File: config.mk
export PLATFORM = sky130hd
export DESIGN_NAME = rdp_guard
export DESIGN_NICKNAME = d
export VERILOG_FILES = /design/src/rtl/rdp_pkg.sv /design/src/rtl/rdp_ctrl.sv /design/src/rtl/rdp_access.sv /design/src/rtl/rdp_guard.sv
export SDC_FILE = /design/constraint.sdc
export NUM_CORES = 1
export LEC_CHECK = 0
export ABC_AREA = 1
export ABC_CLOCK_PERIOD_IN_PS = 1500
export BUFFER_PORTS_ARGS = -buffer_cell sky130_fd_sc_hd__clkbuf_2
export CELL_PAD_IN_SITES_DETAIL_PLACEMENT = 0
export CELL_PAD_IN_SITES_GLOBAL_PLACEMENT = 2
export CORE_AREA = 2 2 154 156
export CTS_CLUSTER_SIZE = 28
export DETAILED_ROUTE_END_ITERATION = 10
export DIE_AREA = 0 0 156 158
export GPL_TIMING_DRIVEN = 0
export PLACE_DENSITY = 0.84
export SLEW_MARGIN = 0
export SYNTH_ARGS = -nofsm -noshare
export SYNTH_HDL_FRONTEND = slang
export SYNTH_SLANG_ARGS = --single-unit
File: constraint.sdc
create_clock -name clk -period 1.5 [get_ports clk]
set_input_delay 0.3 -clock clk [delete_from_list [all_inputs] [get_ports clk]]
set_output_delay 0.3 -clock clk [all_outputs]
set_load 0.02 [all_outputs]
File: src/rtl/rdp_pkg.sv
package rdp_pkg;
  typedef enum logic [1:0] {
    LVL0 = 2'd0,
    LVL1 = 2'd1,
    LVL2 = 2'd2
  } rdpLevel_t;

  // Master slots of the access ports
  localparam int NUM_MASTERS = 3;
  localparam int MST_DBG = 0;
  localparam int MST_DMA = 1;
  localparam int MST_CPU = 2;

  // Strobes from control to the access datapath
  typedef struct packed {
    logic dbgOff;
    logic flashLock;
  } gateCtl_t;

  typedef enum logic [1:0] {
    CS_IDLE,
    CS_ERASE,
    CS_PROG
  } cfgState_t;
endpackage

File: src/rtl/rdp_ctrl.sv
module rdp_ctrl
  import rdp_pkg::*;
#(
  parameter logic [7:0] OPT_L0 = 8'hA5,
  parameter logic [7:0] OPT_L1 = 8'hFF,
  parameter logic [7:0] OPT_L2 = 8'hCC
) (
  input  logic       clk,
  input  logic       porN,
  input  logic       optValid,
  input  logic [7:0] optByte,
  input  logic       dbgPwrUpReq,
  input  logic       bootLdrReq,
  input  logic       cfgWrEn,
  input  logic [1:0] cfgLevel,
  input  logic       eraseAck,
  input  logic       optWrAck,
  output gateCtl_t   gate,
  output logic [1:0] curLevel,
  output logic       levelValid,
  output logic       bootLdrEn,
  output logic       cfgAck,
  output logic       cfgRej,
  output logic       eraseReq,
  output logic       optWrReq,
  output logic [7:0] optWrByte
);
  rdpLevel_t levelQ;
  rdpLevel_t levelEff;
  logic      loadedQ;
  logic      lockQ;
  logic      lockSet;
  cfgState_t stateQ;
  logic [7:0] targetQ;
  logic      ackQ;
  logic      rejQ;

  function automatic rdpLevel_t decodeOpt(input logic [7:0] b);
    if (b == OPT_L0)      return LVL0;
    else if (b == OPT_L2) return LVL2;
    else                  return LVL1;
  endfunction

  function automatic logic [7:0] encodeLvl(input logic [1:0] l);
    case (l)
      2'd0:    return OPT_L0;
      2'd1:    return OPT_L1;
      default: return OPT_L2;
    endcase
  endfunction

  // Level register: loaded once per delivery of the option byte
  always_ff @(posedge clk or negedge porN) begin
    if (!porN) begin
      levelQ  <= LVL2;
      loadedQ <= 1'b0;
    end else if (optValid) begin
      levelQ  <= decodeOpt(optByte);
      loadedQ <= 1'b1;
    end
  end

  assign levelEff = loadedQ ? levelQ : LVL2;

  // Sticky lock: set by a debugger power-up, cleared only by power-on reset
  assign lockSet = dbgPwrUpReq && loadedQ && (levelQ != LVL0);

  always_ff @(posedge clk or negedge porN) begin
    if (!porN) lockQ <= 1'b0;
    else if (lockSet) lockQ <= 1'b1;
  end

  always_comb begin
    gate.dbgOff    = (levelEff == LVL2);
    gate.flashLock = (lockQ || lockSet) && loadedQ && (levelQ != LVL0);
  end

  assign curLevel   = levelEff;
  assign levelValid = loadedQ;
  assign bootLdrEn  = bootLdrReq && (levelEff != LVL2);

  // Level-change sequencer
  always_ff @(posedge clk or negedge porN) begin
    if (!porN) begin
      stateQ  <= CS_IDLE;
      targetQ <= 8'h00;
      ackQ    <= 1'b0;
      rejQ    <= 1'b0;
    end else begin
      ackQ <= 1'b0;
      rejQ <= 1'b0;
      case (stateQ)
        CS_IDLE: begin
          if (cfgWrEn) begin
            if (!loadedQ || levelQ == LVL2 || cfgLevel == 2'd3) begin
              rejQ <= 1'b1;
            end else if (cfgLevel == levelQ) begin
              ackQ <= 1'b1;
            end else if (cfgLevel < levelQ) begin
              targetQ <= encodeLvl(cfgLevel);
              stateQ  <= CS_ERASE;
            end else begin
              targetQ <= encodeLvl(cfgLevel);
              stateQ  <= CS_PROG;
            end
          end
        end
        CS_ERASE: begin
          if (cfgWrEn) rejQ <= 1'b1;
          if (eraseAck) stateQ <= CS_PROG;
        end
        CS_PROG: begin
          if (cfgWrEn) rejQ <= 1'b1;
          if (optWrAck) begin
            stateQ <= CS_IDLE;
            ackQ   <= 1'b1;
          end
        end
        default: stateQ <= CS_IDLE;
      endcase
    end
  end

  assign eraseReq  = (stateQ == CS_ERASE);
  assign optWrReq  = (stateQ == CS_PROG);
  assign optWrByte = targetQ;
  assign cfgAck    = ackQ;
  assign cfgRej    = rejQ;
endmodule

File: src/rtl/rdp_access.sv
module rdp_access
  import rdp_pkg::*;
#(
  parameter int          AW          = 32,
  parameter int          DW          = 32,
  parameter logic [31:0] FLASH_BASE  = 32'h0800_0000,
  parameter int          FLASH_LOG2  = 20,
  parameter logic [31:0] SRAM_BASE   = 32'h2000_0000,
  parameter int          SRAM_LOG2   = 16
) (
  input  logic                             clk,
  input  logic                             porN,
  input  gateCtl_t                         gate,
  input  logic [NUM_MASTERS-1:0]           mReq,
  input  logic [NUM_MASTERS-1:0]           mWe,
  input  logic [NUM_MASTERS-1:0][AW-1:0]   mAddr,
  input  logic [NUM_MASTERS-1:0][DW-1:0]   memRdata,
  output logic [NUM_MASTERS-1:0]           memGnt,
  output logic [NUM_MASTERS-1:0]           rspValid,
  output logic [NUM_MASTERS-1:0]           rspErr,
  output logic [NUM_MASTERS-1:0][DW-1:0]   rspData
);
  localparam logic [AW-1:0] FLASH_MASK = ~((AW'(1) << FLASH_LOG2) - AW'(1));
  localparam logic [AW-1:0] SRAM_MASK  = ~((AW'(1) << SRAM_LOG2) - AW'(1));
  localparam logic [AW-1:0] FLASH_B    = FLASH_BASE[AW-1:0];
  localparam logic [AW-1:0] SRAM_B     = SRAM_BASE[AW-1:0];

  for (genvar i = 0; i < NUM_MASTERS; i++) begin : g_port
    logic isFlash;
    logic isSram;
    logic allow;

    assign isFlash = ((mAddr[i] ^ FLASH_B) & FLASH_MASK) == '0;
    assign isSram  = ((mAddr[i] ^ SRAM_B) & SRAM_MASK) == '0;

    if (i == MST_DBG) begin : g_dbg
      // Debug port: fully off at top level, flash off while locked
      assign allow = !gate.dbgOff && !(isFlash && gate.flashLock);
    end else if (i == MST_DMA) begin : g_dma
      assign allow = !(isFlash && gate.flashLock);
    end else begin : g_cpu
      assign allow = 1'b1;
    end

    assign memGnt[i] = mReq[i] && allow;

    always_ff @(posedge clk or negedge porN) begin
      if (!porN) begin
        rspValid[i] <= 1'b0;
        rspErr[i]   <= 1'b0;
        rspData[i]  <= '0;
      end else begin
        rspValid[i] <= mReq[i];
        rspErr[i]   <= mReq[i] && !allow;
        rspData[i]  <= (mReq[i] && allow && !mWe[i]) ? memRdata[i] : '0;
      end
    end

    logic unusedSram;
    assign unusedSram = isSram;
  end
endmodule

File: src/rtl/rdp_guard.sv
module rdp_guard
  import rdp_pkg::*;
#(
  parameter int          AW         = 32,
  parameter int          DW         = 32,
  parameter logic [31:0] FLASH_BASE = 32'h0800_0000,
  parameter int          FLASH_LOG2 = 20,
  parameter logic [31:0] SRAM_BASE  = 32'h2000_0000,
  parameter int          SRAM_LOG2  = 16,
  parameter logic [7:0]  OPT_L0     = 8'hA5,
  parameter logic [7:0]  OPT_L1     = 8'hFF,
  parameter logic [7:0]  OPT_L2     = 8'hCC
) (
  input  logic                 clk,
  input  logic                 porN,
  input  logic                 optValid,
  input  logic [7:0]           optByte,
  input  logic                 dbgPwrUpReq,
  input  logic                 bootLdrReq,
  output logic                 bootLdrEn,
  output logic [1:0]           curLevel,
  output logic                 levelValid,
  input  logic [2:0]           mReq,
  input  logic [2:0]           mWe,
  input  logic [2:0][AW-1:0]   mAddr,
  input  logic [2:0][DW-1:0]   memRdata,
  output logic [2:0]           memGnt,
  output logic [2:0]           rspValid,
  output logic [2:0]           rspErr,
  output logic [2:0][DW-1:0]   rspData,
  input  logic                 cfgWrEn,
  input  logic [1:0]           cfgLevel,
  output logic                 cfgAck,
  output logic                 cfgRej,
  output logic                 eraseReq,
  input  logic                 eraseAck,
  output logic                 optWrReq,
  output logic [7:0]           optWrByte,
  input  logic                 optWrAck
);
  gateCtl_t gate;
  logic     lockActive;

  rdp_ctrl #(
    .OPT_L0(OPT_L0), .OPT_L1(OPT_L1), .OPT_L2(OPT_L2)
  ) u_ctrl (
    .clk(clk), .porN(porN), .optValid(optValid), .optByte(optByte),
    .dbgPwrUpReq(dbgPwrUpReq), .bootLdrReq(bootLdrReq),
    .cfgWrEn(cfgWrEn), .cfgLevel(cfgLevel), .eraseAck(eraseAck),
    .optWrAck(optWrAck), .gate(gate), .curLevel(curLevel),
    .levelValid(levelValid), .bootLdrEn(bootLdrEn), .cfgAck(cfgAck),
    .cfgRej(cfgRej), .eraseReq(eraseReq), .optWrReq(optWrReq),
    .optWrByte(optWrByte)
  );

  rdp_access #(
    .AW(AW), .DW(DW), .FLASH_BASE(FLASH_BASE), .FLASH_LOG2(FLASH_LOG2),
    .SRAM_BASE(SRAM_BASE), .SRAM_LOG2(SRAM_LOG2)
  ) u_access (
    .clk(clk), .porN(porN), .gate(gate), .mReq(mReq), .mWe(mWe),
    .mAddr(mAddr), .memRdata(memRdata), .memGnt(memGnt),
    .rspValid(rspValid), .rspErr(rspErr), .rspData(rspData)
  );

  assign lockActive = gate.flashLock;
endmodule

==> run metrics <==
post-synthesis register bit count=113; clk sinks=113; Initial Utilization=0.187; Final setup violation count=43; met3 routed WL=973 um; Final Non-Filler Cells=1046; count of cell types in the netlist=32; post-synthesis sequential area ratio=0.657; Synth area leaders=dfrtp_1, inv_1, nor2_1; clk_lat worst skew=410 ps; Core Box Area=23100 um^2; failing checks=setup timing; Syn Area/Cell=9.96 um^2; final critical-path required period=1850 ps; largest net degree at the start of global routing=77; Die Height=158 um; Syn-to-layout area delta=66.4%; vias=3718; routed wl met2=6.90 mm; Final GP Congestion=0.735; fmax=0.541 GHz; setup slack at placement=-75.4 ps; Root Driver=clkbuf_16; Post-Syn Area=4300 um^2; Peak VDD IR=676 uV; Max H-tree Level=4; P_leak=4.28 nW; CP endpoint kind=output port; Synth top area share=0.651; DP Cell Count=986; PwrDens=1290 nW/um^2; area leader, netlist=dfrtp_1; crit path launch=u_ctrl.levelQ[1]; CTS buffer count=17; die width=156 um; final hold vios=0; final wirelength=13.2 mm; layout cells sized above 1=0.522; Yosys warning count=0; Synth Area in Simple Gates=0.164; critical path class=reg -> out; antenna-violating nets left=0; post-route clock period utilization=1.23; Synth Area in Compound Gates=0.0256; clock-pin slew on the worst setup and hold paths=60 ps; DR top layer=met4; Synth Instances=432; Post-Route M1 WL=5.07 mm; RSZ-0062 raised after global routing=yes; design area=7160 um^2; Max-Cap Viols=0; Tightest Hold Check Type=in -> reg; Port Buffers=263; CP startpoint kind=flop; Ports=337; drt pass-1 iters=4; CP max FO=3; outcome=finished, violations left; n_diodes=0; post-DR vias/cell=3.55; vias in the first global route=3732; Die Footprint=24600 um^2; max-slew violations=0; hold_sp=mReq[2]; r2r startpoint=u_ctrl.levelQ[0]; Crit path required time=1200 ps; Setup Skew=13.5 ps; # fillers=2442; Max clock buf depth=2; mux cell area share after synthesis=0.00233; largest family of logic cells by synthesized area=simple AND/OR/NAND/NOR gates; DR DRC count=0; Total GRT Usage=0.105; Post-Synth XOR/XNOR Area=0; grt ovf=0; Final nets=966; first-pass GRT wire length=19.5 mm; DP Wirelength=9.67 mm; post-route setup TNS=-4700 ps; routed len/inst=12.7 um; Std-Cell Rows=56; CTS tree=done; synthesized-area fraction occupied by adder cells=0.0174; Final WS setup=-349 ps; total nets after synthesis=654; First DRT Iteration DRCs=135; Post-DP Area=6020 um^2; CP arrival=1550 ps; Worst R2R Setup Slack=-180 ps; initial antenna violation count=0; total power=9.21 mW
## worst max-delay path, cell delays in order (launching register included)
cell      delay, ps
dfstp_2         540
inv_4            40
nand2_4          70
o211ai_2         80
inv_2           100
nand2_4          70
nand2_2          80
nor2_2           40
buf_6           120
## cells in the mapped netlist
library cell,count
a21boi_0,1
nand4_1,4
dfstp_2,1
a21oi_1,4
nand3_1,2
o211ai_2,1
o21ai_4,1
or2_2,1
ha_1,6
nand3b_2,1
nand4_4,1
clkbuf_1,3
o21ai_1,4
buf_4,9
nand2_4,1
conb_1,1
nor2_4,1
o21ai_0,2
inv_2,2
nor3_1,2
mux2i_1,1
nor3b_1,1
inv_1,120
a31o_2,1
nand2_1,24
nor2_2,15
dfrtp_1,112
nand2_2,5
o22ai_1,1
buf_6,3
nor2_1,100
o21ai_2,1
## final cells by class
class,instances,area (um^2),area share
clock inverter,8,103,0.0143
inverter,122,460,0.0643
tap,290,363,0.0507
clock buffer,23,498,0.0695
buffer,15,131,0.0183
sequential,113,2830,0.395
multi-input combinational,182,1050,0.147
timing repair buffer,293,1720,0.240
## cells in the final DEF, fill, tap and decap left out, drive strengths merged, types with 2 or more instances in the layout
master and count:
buf 45, ha 6, o21ai 8, inv 122, nor2 116, clkinv 4
bufinv 2, a21oi 4, clkbuf 285, nand2 30, nand4 5, clkinvlp 2
nor3 2, nand3 2, dfrtp 112
## worst paths after layout
check	depth (start not counted)	endpoint
setup / recovery	8	memGnt[0]
setup reg to reg	11	u_ctrl.lockQ
hold / removal	1	u_access.rspValid[2]
min in group asynchronous	2	u_access.rspData[90]
max in group asynchronous	3	u_ctrl.stateQ[0]
hold reg to reg	1	u_ctrl.lockQ
## power breakdown
part	leakage, nW	internal [mW]	switching, mW	total (mW)
Combinational	2.50	0.792	0.970	1.76
Clock	0.291	2.66	1.45	4.10
Sequential	1.49	3.24	0.110	3.35
Total	4.28	6.69	2.53	9.21
## state kept, by name, summed over array words and instances (netlist names)
register and flops:
u_access.rspData 96, u_access.rspErr 2, u_access.rspValid 3, u_ctrl.cfgAck 1, u_ctrl.cfgRej 1, u_ctrl.levelQ 2, u_ctrl.levelValid 1, u_ctrl.lockQ 1
u_ctrl.optWrByte 4, u_ctrl.stateQ 2
## cells by family after synthesis
| logic type | after synthesis |
|---|---|
| AO/OA/AOI/OAI | 16 |
| multiplexers | 1 |
| AND/OR/NAND/NOR | 158 |
| flip-flops | 113 |
| other | 1 |
| buffers and inverters | 137 |
| adder cells (fa/ha/maj) | 6 |
## what timing repair did
item                                   CTS  global route
setup endpoints to repair               23            37
hold buffers                             1             0
gates resized for setup                 37            45
pin swaps                                4             6
cloned                                   0             3
setup buffers                           18             8
endpoints found under the hold margin   37             0
## routing by layer
| metal | vias to the layer above | global-route usage |
|---|---|---|
| met4 | 0 | 0.0507 |
| met5 | - | 0 |
| met1 | 1716 | 0.114 |
| met3 | 19 | 0.0416 |
| li1 | 1847 | - |
| met2 | 136 | 0.181 |
## stage by stage
stage	utilization	hold slack, ps
floorplan	-	4.41
global route	0.311	28.1
global placement	0.259	448
CTS	0.300	15.7
detailed placement	0.261	233
finish	0.311	39.8
Power figures use the tool's default switching activity.
